===== config.mk =====
export PLATFORM = sky130hd
export DESIGN_NAME = sdrsp_timer
export DESIGN_NICKNAME = d
export VERILOG_FILES = /design/src/rtl/sdrsp_timer.sv
export SDC_FILE = /design/constraint.sdc
export NUM_CORES = 1
export LEC_CHECK = 0
export BUFFER_PORTS_ARGS = -buffer_cell sky130_fd_sc_hd__buf_2
export CORE_AREA = 2 2 39 41
export DETAILED_ROUTE_END_ITERATION = 8
export DIE_AREA = 0 0 41 43
export SLEW_MARGIN = 10
export SYNTH_ARGS = -nofsm -noshare
export SYNTH_HDL_FRONTEND = slang
export SYNTH_SLANG_ARGS = --single-unit

===== constraint.sdc =====
create_clock -name clk -period 2.42 [get_ports clk]
set_input_delay 0.484 -clock clk [delete_from_list [all_inputs] [get_ports clk]]
set_output_delay 0.484 -clock clk [all_outputs]
set_load 0.02 [all_outputs]

===== src/rtl/sdrsp_timer.sv =====
module sdrsp_timer #(
   parameter int TO_CYCLES = 64
) (
   input  logic clk,
   input  logic rst_n,
   input  logic load,
   input  logic run,
   input  logic sdclk_en,
   input  logic line,
   output logic start_seen,
   output logic expired
);
   localparam int CW = $clog2(TO_CYCLES + 1);

   if (TO_CYCLES < 2) begin : g_bad_window
      $error("sdrsp_timer: TO_CYCLES must be at least 2");
   end

   logic [CW-1:0] cnt;
   logic          high_tick;

   assign high_tick  = run & sdclk_en & line;
   assign start_seen = run & sdclk_en & ~line;
   assign expired    = high_tick & (cnt == CW'(TO_CYCLES - 1));

   always_ff @(posedge clk or negedge rst_n) begin
      if (!rst_n)
         cnt <= '0;
      else if (load)
         cnt <= '0;
      else if (high_tick)
         cnt <= cnt + 1'b1;
   end


   cnt_bound_chk: assert property (@(posedge clk) disable iff (!rst_n)
      run |-> (cnt < CW'(TO_CYCLES)));


   hold_when_gated_chk: assert property (@(posedge clk) disable iff (!rst_n)
      (!sdclk_en && !load) |=> $stable(cnt));
endmodule


==> key figures, run 1 <==
Floorplanning
  – Die area: 1760 sq um
  – IO Count: 8
  – Die W: 41 um
  – Placeable Area: 1380 sq um
  – Height of the die: 43 um
  – Initial core utilization: 0.251
  – Site Rows: 14

Placement
  – DP Worst Slack: ~0.53 ns
  – GPL Wtd Cong: a little under 0.7
  – Port bufs: 7
  – Hpwl dp: roughly 530 um

CTS
  – Clk sinks: 7
  – H-tree depth: 1
  – Root buf cell: clkbuf_4
  – CTS max path bufs: 2
  – Clk_lat worst skew: between 0.2 and 0.3 ns
  – CTS tree: built
  – Total CTS buffers: 3
  – Post-CTS Resized: 0
  – Clk slew on worst S/H paths: 0.06 ns
  – Post-CTS Setup Inserts: 0
  – CTS Hold Buffers Added: 0

Setup path
  – Worst Reg-to-Reg Cells: 4
  – Crit-path slowest cell: or3_1
  – Crit-path max cell delay: between 0.4 and 0.5 ns
  – Largest fanout on the critical path: 5
  – WP buf/inv: 2
  – Crit path depth: 5
  – Critical-path cell list: ha_1 -> nand4_1 -> or3_1 -> inv_1 -> buf_2
  – Critical path arrival: 1.58 ns
  – Worst Setup End Kind: output port
  – Req. time, crit path: a little under 2 ns
  – Crit Path Class: reg -> out
  – CP delay by family, top: simple AND/OR/NAND/NOR gates
  – Crit start category: flop

Finish
  – Layout cell share with drive strength beyond 1: 0.255
  – # fillers: between 150 and 200
  – Nets: 55
  – Biggest regs: cnt x7
  – Inserted Diodes: 0
  – Biggest register: cnt
  – Largest register FFs: 7
  – Area growth, synth to finish: 23.4%

Routing
  – DRC: 0
  – Routed len/inst: 11.4 um
  – DR pass1 iterations: 4
  – Iter 0 DRT Violations: 3
  – Vias per std cell: about 4.7
  – DRT Wirelength: 719 um
  – Routed Antenna Nets: 0
  – Via count: 296

Global routing
  – Pin count of the biggest net entering global routing: 8
  – Initial antenna violation count: 0
  – Tot GR Track Use: 0.103
  – GRT overflow: 0
  – First-pass GRT wire length: 1.13 mm
  – Number of global-route vias before repair: approximately 280

Pwr
  – Max VDD drop: 0.205 mV
  – LEAKAGE: 0.203 nW
  – PnR Total Power: ~0.24 mW
  – Power Dens Cells: about 570 nW/um^2

Synthesis
  – Yosys warns: 0
  – Register bit total from synthesis: 7
  – Mean Syn Cell Area: slightly below 10 sq um
  – Ys flop type: dfrtp_1
  – Syn Nets: 43
  – Syn Inst Count: 36
  – Most area-consuming cells after synthesis: dfrtp_1, a21oi_1, xor2_1
  – Top-area cell type share of the netlist area: 0.504
  – Synth cell types: 16
  – Synth cell count leaders: dfrtp_1, a21oi_1, nor2_1, nand2_1, o21ai_0
  – Asr flop ratio synth: 1.00
  – Mapped cell area: 348 sq um
  – Sequential area share after synthesis: 0.504
  – Post-synth EDFFs: 0
  – Yosys top cell by area: dfrtp_1
  – Top-count cell post-synth: dfrtp_1

Run status
  – Run status: completed

Timing
  – Clock skew: 0.00761 ns
  – Worst-margin pin slew: ~0.2 ns
  – Final hold violations: 0
  – # setup viols final: 0
  – Max Freq: 0.483 GHz
  – PnR worst setup slack: 0.351 ns
  – Final Slew Violations: 0
  – Slew HR: 0.866
  – Final Critical Period: about 2.1 ns
  – Setup TNS: 0 ns
  – RSZ-0062 raised after global routing: false
  – Period Utilization, post-route: 0.855

Hold path
  – Type of the most critical hold path: in -> async

Run
  – Max Cap Viol: 0
## metrics by stage
stage,instance area (sq um),std cells,hold slack [ns],util
floorplan,348,36,0.188,-
global placement,403,59,0.328,0.291
detailed placement,403,59,0.334,0.291
CTS,429,63,0.0581,0.310
global route,429,63,0.0586,0.310
finish,429,63,0.0557,0.310
## layout by cell type (no fill, tap or decap)
cell type,n
a21oi_1,4
buf_2,7
clkbuf_1,1
clkbuf_4,3
dfrtp_1,7
ha_1,1
inv_1,1
mux2i_1,1
nand2_1,3
nand3_1,2
nand3_2,1
nand4_1,2
nor2_1,4
o21ai_0,3
o31ai_1,1
or3_1,2
or3_2,1
or4_1,1
xor2_1,2
## worst register-to-register path, delay by kind of cell (launching register included)
family / cells / cell delay (ns)
adder cells (fa/ha/maj): 1 / 0.16
flip-flops: 1 / 0.40
AO/OA/AOI/OAI: 1 / 0.13
AND/OR/NAND/NOR: 2 / 0.57
## area by class of cell
class,instances,area [sq um],share of cell area
Sequential cell,7,175,0.408
Timing Repair Buffer,7,35.0,0.0816
Tap cell,16,20.0,0.0466
Inverter,1,3.75,0.00875
Multi-Input combinational cell,28,169,0.394
Clock buffer,4,26.3,0.0612
## logic make-up after synthesis
kind of cell,share of synthesized area
buffers and inverters,0.0108
adder cells (fa/ha/maj),0.0360
AND/OR/NAND/NOR,0.248
AO/OA/AOI/OAI,0.122
flip-flops,0.504
multiplexers,0.0288
XOR/XNOR,0.0504
## final timing paths
check	to	startpoint	slack, ns
setup / recovery	expired	cnt[0]	0.35
hold / removal	cnt[6]	rst_n	0.06
setup reg to reg	cnt[6]	cnt[0]	1.09
hold reg to reg	cnt[6]	cnt[6]	0.55
max in group asynchronous	cnt[2]	rst_n	2.20
min in group clk	cnt[5]	load	0.48
## per-layer routing
layer,vias up,share of wire,track usage
li1,154,-,-
met1,131,0.42,0.108
met2,9,0.50,0.150
met3,2,0.058,0.0628
met4,0,0.024,0.0600
met5,-,0,0
## power by group
part           switching, mW  total, mW  internal [mW]
clock network         0.0452      0.108         0.0630
logic                0.00995     0.0156        0.00565
registers            0.00141      0.120          0.118
No activity file was read; power rests on OpenSTA's default activity.
==> inputs of run 2 (changes only) <==
==> constraint.sdc (replaced) <==
create_clock -name clk -period 2 [get_ports clk]
set_input_delay 0.4 -clock clk [delete_from_list [all_inputs] [get_ports clk]]
set_output_delay 0.4 -clock clk [all_outputs]
set_load 0.02 [all_outputs]
==> run 2 against run 1 <==
  * Worst setup slack got worse by 0.26 ns
  * Die area unchanged
  * Utilization increased by 3.8 points
  * Clock power increased by 22%
  * Global-route usage increased by 0.66 points
  * Critical path depth unchanged
  * Sequential share of layout area decreased by 4.5 points
  * Total power increased by 24%
  * Combinational power increased by 60%
  * First-iteration DRC count increased by 100%
  * Clock skew decreased by 0.0063 ns
  * Highest routed layer unchanged
==> key figures, run 2 (synthesized netlist as in run 1, its figures left out) <==
Routing
  – Vias per std cell: 4.74
  – Via count: 327
  – DRC: 0
  – Routed len/inst: 11.2 um
  – DR pass1 iterations: 2
  – Iter 0 DRT Violations: 6
  – DRT Wirelength: ~770 um
  – Routed Antenna Nets: 0

Pwr
  – Max VDD drop: 0.263 mV
  – LEAKAGE: 0.234 nW
  – Switch share: 0.234
  – Cell Int Power: 0.231 mW
  – Clock power frac: 0.437
  – Switch Pwr: just over 0.07 mW
  – Power Dens Cells: roughly 630 nW/um^2
  – Comb power frac: 0.083
  – Sequential power share: 0.480
  – PnR Total Power: just over 0.3 mW

Finish
  – Most frequent cells in the layout: dfrtp_1, buf_2, buf_4
  – Inserted Diodes: 0
  – Biggest register: cnt
  – Nets: 61
  – FF/Latch Area: 175 sq um
  – Multi-input gate area: 174 sq um
  – Final design utilization: 0.348
  – # fillers: 140
  – Largest register FFs: 7
  – Area growth, synth to finish: 38.5%
  – Biggest regs: cnt x7
  – Layout cell share with drive strength beyond 1: 0.340

Floorplanning
  – Height of the die: 43 um
  – IO Count: 8
  – Site Rows: 14
  – Die W: about 40 um
  – Die area: 1760 sq um
  – Initial core utilization: 0.251
  – Placeable Area: 1380 sq um

Placement
  – Port bufs: 7
  – Hpwl dp: 521 um
  – DP Worst Slack: 0.350 ns
  – GPL Wtd Cong: 0.693

Global routing
  – First-pass GRT wire length: 1.21 mm
  – GRT overflow: 0
  – Initial antenna violation count: 0
  – Layer with the highest usage: met2
  – Global routing usage on met3: 0.0157
  – Pin count of the biggest net entering global routing: 8
  – Tot GR Track Use: 0.110
  – Number of global-route vias before repair: 305
  – GRT met2 Usage: 0.144
  – M1 GR Usage: 0.126

Timing
  – Max Freq: roughly 0.52 GHz
  – Worst-margin pin slew: between 0.15 and 0.2 ns
  – Hold Slack: 0.408 ns
  – Slew HR: 0.874
  – Final Critical Period: 1.91 ns
  – Final hold violations: 0
  – Final Slew Violations: 0
  – Period Utilization, post-route: 0.953
  – Clock skew: approximately 0.0013 ns
  – PnR worst setup slack: 0.0949 ns
  – # setup viols final: 0
  – RSZ-0062 raised after global routing: false
  – Setup TNS: 0 ns

CTS
  – Total CTS buffers: 3
  – Clk sinks: 7
  – CTS tree: built
  – Clk_lat worst skew: between 0.2 and 0.3 ns
  – H-tree depth: 1
  – Clk slew on worst S/H paths: 0.05 ns
  – CTS max path bufs: 2
  – Root buf cell: clkbuf_4

Run
  – Max Cap Viol: 0

Setup path
  – Crit-path max cell delay: ~0.39 ns
  – Critical path arrival: 1.51 ns
  – Req. time, crit path: 1.60 ns
  – Largest fanout on the critical path: 4
  – Crit-path slowest cell: dfrtp_1
  – Crit start category: flop
  – Crit Path Class: reg -> out
  – Worst Setup End Kind: output port
  – Critical-path cell list: ha_1 -> nand4_1 -> or3_4 -> inv_1 -> buf_2

Run status
  – Run status: completed

Hold path
  – Type of the most critical hold path: in -> reg
==> run 2: cell types whose count changed in the layout (fill, tap and decap cells not counted) <==
cell           before  now
or3_4               0    1
buf_4               0    5
or3_1               2    1
dlygate4sd3_1       0    1
==> run 2: final timing paths <==
| path | startpoint | to | slack (ns) | cells after the start |
|---|---|---|---|---|
| worst min register to register | cnt[6] | cnt[6] | 0.55 | 2 |
| worst max-delay path | cnt[0] | expired | 0.09 | 5 |
| worst max register to register | cnt[0] | cnt[4] | 0.59 | 5 |
| worst min-delay path | load | cnt[6] | 0.41 | 2 |
| min in group asynchronous | rst_n | cnt[1] | 0.50 | 2 |
| max in group asynchronous | rst_n | cnt[3] | 1.35 | 2 |
==> run 2: metrics by stage <==
step                      instance area [sq um]  cells
after floorplan                             348     36
after global placement                      410     60
after detailed placement                    410     60
after CTS                                   447     65
after global routing                        482     69
final                                       482     69
==> run 2: per-layer routing <==
metal | up-vias | wire [um] | part of all wire
li1 | 165 | - | -
met1 | 153 | 330 | 0.43
met2 | 5 | 392 | 0.51
met3 | 4 | 12 | 0.016
met4 | 0 | 36 | 0.047
met5 | - | 0 | 0
==> run 2: power by group through the flow <==
stage | sequential (mW) | combinational (mW) | clock, mW
after floorplan | 0.147 | 0.00628 | 0
after global placement | 0.147 | 0.0188 | 0
after detailed placement | 0.147 | 0.0191 | 0
after CTS | 0.145 | 0.0207 | 0.137
after global routing | 0.145 | 0.0276 | 0.140
final | 0.145 | 0.0250 | 0.132
==> run 2: layout make-up <==
type	instances	share of cell area
flip-flops and latches	7	0.364
multi-input cells	28	0.361
repair buffers	13	0.171
clock buffers	4	0.0545
well taps	16	0.0416
inverters	1	0.00779
==> run 2: critical path: cells and delay by family, from the launching register on <==
kind                     cells  cell delay [ns]
AND/OR/NAND/NOR              2             0.50
buffers and inverters        2             0.20
adder cells (fa/ha/maj)      1             0.16
flip-flops                   1             0.39
==> run 2: repair_timing <==
item	4_1_cts	5_1_grt
setup buffers	0	4
resized for setup	0	1
hold buffers	1	0
setup endpoints to repair	0	1
endpoints found under the hold margin	7	0
==> inputs of run 3 (changes only) <==
--- a/config.mk
+++ b/config.mk
@@ -6,9 +6,12 @@
 export NUM_CORES = 1
 export LEC_CHECK = 0
 export BUFFER_PORTS_ARGS = -buffer_cell sky130_fd_sc_hd__buf_2
+export CELL_PAD_IN_SITES_DETAIL_PLACEMENT = 1
+export CELL_PAD_IN_SITES_GLOBAL_PLACEMENT = 1
 export CORE_AREA = 2 2 39 41
 export DETAILED_ROUTE_END_ITERATION = 8
 export DIE_AREA = 0 0 41 43
+export PLACE_DENSITY_LB_ADDON = 0.1
 export SLEW_MARGIN = 10
 export SYNTH_ARGS = -nofsm -noshare
 export SYNTH_HDL_FRONTEND = slang
==> run 3 against run 2 <==
  * Total power fell by 2.2%
  * Sequential power barely moved
  * Maximum frequency fell by 1.1%
  * Critical path depth did not move
  * Worst setup slack got worse by 0.021 ns
  * Largest power group unchanged
==> key figures, run 3 (synthesized netlist as in run 1, its figures left out) <==
Run status
  – Run status: completed

Placement
  – GPL Wtd Cong: 0.634
  – Hpwl dp: 617 um
  – Port bufs: 7
  – Dpl cells: 59
  – DP Worst Slack: ~0.21 ns

Finish
  – Inserted Diodes: 0
  – Finished Layout Cells: 67
  – Nets: 59
  – Biggest register: cnt
  – Largest register FFs: 7
  – Biggest regs: cnt x7
  – Final design utilization: 0.344
  – # fillers: 166
  – Layout cell share with drive strength beyond 1: 0.353
  – Commonest non-fill, non-tap cell in the layout: dfrtp_1
  – Area growth, synth to finish: 36.7%
  – Most frequent cells in the layout: dfrtp_1, buf_2, nor2_1, a21oi_1

Timing
  – Clock skew: 0.00413 ns
  – Setup TNS: 0 ns
  – Max Freq: 0.519 GHz
  – Final hold violations: 0
  – Final Critical Period: between 1.5 and 2 ns
  – Slew HR: 0.875
  – Final Slew Violations: 0
  – # setup viols final: 0
  – PnR worst setup slack: 0.0743 ns
  – Period Utilization, post-route: 0.963
  – Worst-margin pin slew: 0.186 ns

Global routing
  – Tot GR Track Use: 0.120
  – GRT overflow: 0
  – First-pass GRT wire length: 1.41 mm
  – Pin count of the biggest net entering global routing: 8
  – Number of global-route vias before repair: 348
  – Initial antenna violation count: 0

Setup path
  – Largest fanout on the critical path: 4
  – Reg2Reg Setup Slack: 0.55 ns
  – Worst Setup End Kind: output port
  – Critical path arrival: 1.53 ns
  – Worst Reg-to-Reg Cells: 5
  – Crit Path Class: reg -> out
  – Crit start category: flop
  – Req. time, crit path: 1.60 ns

Hold path
  – Hold Crit Depth: 2
  – Type of the most critical hold path: in -> reg

Pwr
  – PnR Total Power: 0.295 mW
  – Max VDD drop: 0.252 mV
  – LEAKAGE: 0.218 nW
  – Power Dens Cells: a little over 600 nW/um^2

CTS
  – Root buf cell: clkbuf_4
  – Total CTS buffers: 3
  – CTS tree: built
  – Clk slew on worst S/H paths: 0.05 ns
  – H-tree depth: 1
  – Clk sinks: 7
  – CTS max path bufs: 2
  – Clk_lat worst skew: 0.25 ns

Routing
  – Via count: 328
  – Iter 0 DRT Violations: 2
  – DR pass1 iterations: 3
  – Routed Antenna Nets: 0
  – Routed len/inst: 12.3 um
  – DRT Wirelength: ~830 um
  – DRC: 0
  – Vias per std cell: 4.90

Floorplanning
  – Height of the die: 43 um
  – IO Count: 8
  – Site Rows: 14
  – Initial core utilization: 0.251
  – Placeable Area: 1380 sq um
  – Die W: 41 um
  – Die area: between 1500 and 2000 sq um

Run
  – Max Cap Viol: 0
-- run 3: cell types whose count changed in the layout (fill, tap and decap cells not counted) --
cell,before,now
buf_2,7,6
inv_1,1,0
ha_2,0,1
ha_1,1,0
buf_6,0,1
buf_4,5,3
inv_2,0,1
-- run 3: worst max-delay path, stage by stage (launching register included) --
cell and delay (ns):
dfrtp_1 0.40, ha_2 0.20, nand4_1 0.12, or3_4 0.40, inv_2 0.06, buf_6 0.10
-- run 3: routing by layer --
layer,global-route usage,vias up,wire length [um]
li1,-,161,-
met1,0.138,160,366
met2,0.194,7,422
met3,0.0471,0,37
met4,0.0400,0,0
met5,0,-,0
-- run 3: where the power goes --
part           internal (mW)  leakage (nW)  switching [mW]
clock                 0.0760        0.0150          0.0505
combinational         0.0100         0.106          0.0136
sequential             0.143        0.0974         0.00165
total                  0.229         0.218          0.0657
-- run 3: path summary, 6_finish.rpt --
check | startpoint | to
worst max-delay path | cnt[1] | expired
min in group asynchronous | rst_n | cnt[6]
worst min-delay path | load | cnt[4]
max in group asynchronous | rst_n | cnt[1]
worst min register to register | cnt[6] | cnt[6]
worst max register to register | cnt[1] | cnt[4]
-- run 3: cell type report --
class                           instances  area (sq um)  area share
Multi-Input combinational cell         28           176       0.371
Sequential cell                         7           175       0.368
Clock buffer                            4          26.3      0.0553
Tap cell                               16          20.0      0.0421
Inverter                                1          3.75     0.00789
Timing Repair Buffer                   11          73.8       0.155
-- run 3: repair_timing --
action / 4_1_cts / 5_1_grt
endpoints found under the hold margin: 7 / 0
cloned: 0 / 0
pin swaps: 0 / 0
resized for setup: 0 / 5
setup endpoints to repair: 1 / 1
setup buffers: 1 / 2
hold buffers: 1 / 0
-- run 3: through the flow --
| step | instance area, sq um | hold WS [ns] |
|---|---|---|
| 6_report | 475 | 0.416 |
| 5_1_grt | 475 | 0.410 |
| 4_1_cts | 447 | 0.410 |
| 3_5_place_dp | 403 | 0.248 |
| 3_3_place_gp | 403 | 0.242 |
| 2_1_floorplan | 348 | 0.104 |
